### config.mk
export PLATFORM = sky130hd
export DESIGN_NAME = tick_trim_divider
export DESIGN_NICKNAME = d
export VERILOG_FILES = /design/src/rtl/rtc_trim_pkg.sv /design/src/rtl/trim_code_reg.sv /design/src/rtl/bcd_second_ctr.sv /design/src/rtl/trim_len_divider.sv /design/src/rtl/tick_trim_divider.sv
export SDC_FILE = /design/constraint.sdc
export NUM_CORES = 1
export LEC_CHECK = 0
export BUFFER_PORTS_ARGS = -buffer_cell sky130_fd_sc_hd__clkbuf_2
export CORE_UTILIZATION = 60
export CTS_BUF_LIST = sky130_fd_sc_hd__clkbuf_4
export CTS_CLUSTER_DIAMETER = 100
export DETAILED_ROUTE_END_ITERATION = 6
export MAX_ROUTING_LAYER = met4
export PLACE_DENSITY = 0.78
export REMOVE_ABC_BUFFERS = 1
export SLEW_MARGIN = 25
export SYNTH_ARGS = -nofsm -noshare
export SYNTH_HDL_FRONTEND = slang
export SYNTH_HIERARCHICAL = 1
export SYNTH_SLANG_ARGS = --single-unit
### constraint.sdc
create_clock -name clk -period 3.15 [get_ports clk]
set_input_delay 0.315 -clock clk [delete_from_list [all_inputs] [get_ports clk]]
set_output_delay 0.315 -clock clk [all_outputs]
set_load 0.01 [all_outputs]
### src/rtl/rtc_trim_pkg.sv
package rtc_trim_pkg;

    typedef struct packed {
        logic [2:0] tens;
        logic [3:0] units;
    } bcd_sec_t;

    localparam int TRIM_W    = 7;
    localparam int MAX_GROW  = 124;
    localparam int MAX_SHRINK = 128;

    // Signed cycle adjustment for a trimmed second.
    function automatic int trim_delta(input logic [TRIM_W-1:0] code);
        logic [TRIM_W-1:0] mag;
        int d;
        if (!code[TRIM_W-1]) begin
            if (code <= 7'd1) d = 0;
            else              d = 2 * (int'(code) - 1);
        end else begin
            mag = {1'b0, ~code[TRIM_W-2:0]} + 7'd1;
            d   = -2 * int'(mag);
        end
        return d;
    endfunction

    // Seconds that carry the trim: 00, 20, 40.
    function automatic logic is_trim_sec(input bcd_sec_t s);
        return (s.units == 4'd0) &&
               ((s.tens == 3'd0) || (s.tens == 3'd2) || (s.tens == 3'd4));
    endfunction

    function automatic bcd_sec_t bcd_step(input bcd_sec_t s);
        bcd_sec_t n;
        if (s.units == 4'd9) begin
            n.units = 4'd0;
            n.tens  = (s.tens == 3'd5) ? 3'd0 : s.tens + 3'd1;
        end else begin
            n.units = s.units + 4'd1;
            n.tens  = s.tens;
        end
        return n;
    endfunction

endpackage

### src/rtl/trim_code_reg.sv
module trim_code_reg
    import rtc_trim_pkg::*;
(
    input  logic              clk,
    input  logic              rst,
    input  logic              we,
    input  logic [TRIM_W-1:0] din,
    output logic [TRIM_W-1:0] code
);
    always_ff @(posedge clk) begin
        if (rst)     code <= '0;
        else if (we) code <= din;
    end
endmodule

### src/rtl/bcd_second_ctr.sv
module bcd_second_ctr
    import rtc_trim_pkg::*;
(
    input  logic     clk,
    input  logic     rst,
    input  logic     adv,
    output bcd_sec_t sec,
    output bcd_sec_t sec_nxt
);
    assign sec_nxt = bcd_step(sec);

    always_ff @(posedge clk) begin
        if (rst)      sec <= '0;
        else if (adv) sec <= sec_nxt;
    end
endmodule

### src/rtl/trim_len_divider.sv
module trim_len_divider
    import rtc_trim_pkg::*;
#(
    parameter int NOMINAL_CNT = 32768
)(
    input  logic              clk,
    input  logic              rst,
    input  logic [TRIM_W-1:0] code,
    input  bcd_sec_t          sec_nxt,
    output logic              tick
);
    localparam int MAX_LEN = NOMINAL_CNT + MAX_GROW;
    localparam int CW      = $clog2(MAX_LEN + 1);

    logic [CW-1:0] cnt;
    logic [CW-1:0] len_q;
    logic [CW-1:0] len_d;

    always_comb begin
        int l;
        l = NOMINAL_CNT;
        if (is_trim_sec(sec_nxt)) l = l + trim_delta(code);
        len_d = CW'(l);
    end

    assign tick = (cnt == (len_q - CW'(1)));

    always_ff @(posedge clk) begin
        if (rst) begin
            cnt   <= '0;
            len_q <= CW'(NOMINAL_CNT);
        end else if (tick) begin
            cnt   <= '0;
            len_q <= len_d;
        end else begin
            cnt   <= cnt + CW'(1);
        end
    end
endmodule

### src/rtl/tick_trim_divider.sv
module tick_trim_divider
    import rtc_trim_pkg::*;
#(
    parameter int NOMINAL_CNT = 32768
)(
    input  logic       clk,
    input  logic       rst,
    input  logic       trim_we,
    input  logic [6:0] trim_din,
    output logic       sec_tick,
    output logic [7:0] sec_bcd
);
    logic [TRIM_W-1:0] code;
    bcd_sec_t          sec;
    bcd_sec_t          sec_nxt;

    trim_code_reg u_code (
        .clk  (clk),
        .rst  (rst),
        .we   (trim_we),
        .din  (trim_din),
        .code (code)
    );

    bcd_second_ctr u_sec (
        .clk     (clk),
        .rst     (rst),
        .adv     (sec_tick),
        .sec     (sec),
        .sec_nxt (sec_nxt)
    );

    trim_len_divider #(.NOMINAL_CNT(NOMINAL_CNT)) u_div (
        .clk     (clk),
        .rst     (rst),
        .code    (code),
        .sec_nxt (sec_nxt),
        .tick    (sec_tick)
    );

    assign sec_bcd = {1'b0, sec};
endmodule

==> results.txt <==
Leakage: 0.946 nW
effective utilization at floorplan: 65.0%
setup_tns: 0 ns
peak supply drop: 0.000206 V
clock slew at the register clock pins of the worst setup and hold paths: 0.10 ns
wire length on met2: 2000 um
final count of pins violating max slew: 0
Die X-Extent: 63.3 um
maximum number of pins on one net before global-route repair: 44
number of maximum-capacitance constraint violations: 0
top fanout value on the critical path: 7
area of the die: 0.00401 sq mm
cell types with the highest counts after synthesis: sky130_fd_sc_hd__dfxtp_1 (39), sky130_fd_sc_hd__nor2_1 (28), sky130_fd_sc_hd__nor3_1 (24), sky130_fd_sc_hd__nand2_1 (18), sky130_fd_sc_hd__xnor2_1 (17)
Detailed Place HPWL: 2950 um
Critical Path End Type: output pin
area share of the largest cell type after synthesis: 34.6%
Net Sw Power: 0.190 mW
Layout Cells excl Fill: 327
relative contribution of combinational cells to total power: 7.4%
die span in y: 63.3 um
worst slack after detailed placement: 0.390 ns
Power per Cell Area: 332 mW/mm^2
detailed-route wire length per cell: 12.7 um
CTS tree: done
detailed-route wire length: 4140 um
launching element type of the critical path: flop
total instance count after detailed placement: 317
uppermost routed layer: met4
root buffer cell: sky130_fd_sc_hd__clkbuf_4
fraction of registers with async set/reset: 0%
clock buffer count from CTS: 5
post-placement cell area: 0.00235 sq mm
total of buffers placed on input and output ports: 17
Design Area, Final: 0.00244 sq mm
number of I/O pins: 19
H-Tree Depth: 2
Worst Skew: 0.00416 ns
total of hold buffers inserted after clock tree synthesis: 0
post-layout min period: 2.99 ns
total DRC errors in the routed layout: 0
period utilisation layout: 95.1%
area grow syn2layout: 8.16%
number of synthesized register bits: 39
internal power: 0.619 mW
number of buffers between clock root and the deepest sink: 2
RSZ-0062 raised after global routing: no
cell taking the most area after synthesis: sky130_fd_sc_hd__dfxtp_1
cell types occupying the most area after synthesis: sky130_fd_sc_hd__dfxtp_1 (35%), sky130_fd_sc_hd__xnor2_1 (6.6%), sky130_fd_sc_hd__mux2i_1 (6.2%), sky130_fd_sc_hd__xor2_1 (5.4%), sky130_fd_sc_hd__nor3_1 (5.3%)
mean number of vias per cell: 5.54
area of the core: 0.00347 sq mm
antenna violations before repair: 0
most used flip-flop cell after synthesis: sky130_fd_sc_hd__dfxtp_1
nets: 296
maximum achievable frequency: 334 MHz
per-instance average area after synthesis: 8.57 sq um
all-layer global routing usage: 24.1%
number of global-route vias before repair: 1721
final-report setup violation count: 0
switching portion of total power: 23.5%
final setup margin: 0.156 ns
synthesized cell area: 0.00225 sq mm
met1 layer wirelength in the final routing: 1930 um
Worst Setup Path Type: reg -> out
share of the yosys chip area belonging to registers: 34.6%
worst path required time: 2.83 ns
class of the worst hold path: in -> reg
wire length of the first global-routing pass: 7390 um
routed wl met3: 155 um
residual antenna-violating net count after detailed routing: 0
run status: complete, no violations
number of unique standard cell types used by synthesis: 50
gp weighted congestion: 0.812
number of endpoints with negative hold slack in the final report: 0
fill cell total of the finished layout: 300
overall via count from detail_route: 1812
iteration-0 DRC count of the detailed router: 99
crit path DAT: 2.68 ns
number of sinks on the clock net: 39
ratio of cells with drive above 1 in the final layout: 16.0%
part of the total power dissipated in sequential elements: 63.4%
latest clock arrival within the worst-skew pair: 0.34 ns
relative contribution of the clock network to total power: 29.1%
number of core rows: 21
warnings from Yosys: 6
most numerous cell in the Yosys netlist: sky130_fd_sc_hd__dfxtp_1
worst hold-check slack: 0.201 ns
overflow left after global routing: 0
number of flops mapped to enable cells by yosys: 0
Ant. Diodes: 0
Gate Count Post-Synth: 263
First-pass DRT Iterations: 4
[state kept, by name, indices dropped and copies added (netlist names)]
signal / count
u_sec/sec: 7
u_code/code: 7
u_div/len_q: 9
u_div/cnt: 16
[area by class of cell]
type	count	area (sq um)	share of cell area [%]
Clock buffer	6	45.0	1.85
Inverter	9	33.8	1.39
Multi-Input combinational cell	202	1380	56.4
Sequential cell	39	781	32.0
Tap cell	46	57.6	2.36
Timing Repair Buffer	25	145	5.95
[path summary, 6_finish.rpt]
check	cells after the start	startpoint	to	slack [ns]
max	9	u_div/len_q[1]	sec_tick	0.16
min	3	trim_din[1]	u_code/code[1]	0.20
max reg2reg	11	u_div/len_q[1]	u_sec/sec[5]	0.37
min reg2reg	1	u_div/cnt[0]	u_div/cnt[0]	0.50
[timing repair]
item,4_1_cts,5_1_grt
setup endpoints to repair,0,1
setup buffers,0,4
resized for setup,0,2
[kinds of logic (layout without fill, tap and decap cells)]
| kind of cell | count (synthesis) | count (layout) | synth area share [%] |
|---|---|---|---|
| multiplexers | 19 | 19 | 9.05 |
| flip-flops | 39 | 39 | 34.6 |
| AO/OA/AOI/OAI | 24 | 24 | 7.60 |
| adder cells (fa/ha/maj) | 4 | 4 | 2.22 |
| buffers and inverters | 22 | 40 | 4.99 |
| AND/OR/NAND/NOR | 123 | 123 | 29.3 |
| other | 1 | 1 | 0.166 |
| XOR/XNOR | 31 | 31 | 12.0 |
[per-layer routing]
metal,track usage (%),up-vias
met2,39.2,27
li1,-,945
met5,-,-
met1,28.4,834
met3,5.07,6
met4,11.4,0
[placed cells by master, fill, tap and decap left out, drive strengths merged, types with 4 or more instances in the layout]
cell type / count
mux2i: 14
a21oi: 4
ha: 4
nand2b: 10
nand2: 19
nor4: 6
dfxtp: 39
and3: 5
clkbuf: 23
xor2: 14
mux2: 5
inv: 9
nor3: 24
o21ai: 5
xnor2: 17
buf: 8
nor2: 28
nand3: 14
[through the flow]
step	power, mW	utilization (%)
final	0.809	70.3
after global placement	0.583	67.9
after global routing	0.848	70.3
after CTS	0.820	69.2
after detailed placement	0.584	67.9
after floorplan	0.561	-
[power groups by stage]
stage	clock, mW	sequential [mW]	combinational [mW]
floorplan	0	0.521	0.0397
finish	0.236	0.513	0.0601
CTS	0.246	0.513	0.0600
global placement	0	0.524	0.0588
global route	0.265	0.515	0.0677
detailed placement	0	0.525	0.0599
[critical path, stage by stage, from the launching register on]
cell and delay [ns]:
sky130_fd_sc_hd__dfxtp_1 0.36, sky130_fd_sc_hd__inv_1 0.09, sky130_fd_sc_hd__ha_2 0.21, sky130_fd_sc_hd__nor3b_4 0.21, sky130_fd_sc_hd__nand2_1 0.11, sky130_fd_sc_hd__or4b_1 0.48, sky130_fd_sc_hd__a22o_1 0.27, sky130_fd_sc_hd__nor4_2 0.27
sky130_fd_sc_hd__buf_4 0.20, sky130_fd_sc_hd__clkbuf_2 0.14
Power figures use the tool's default switching activity.
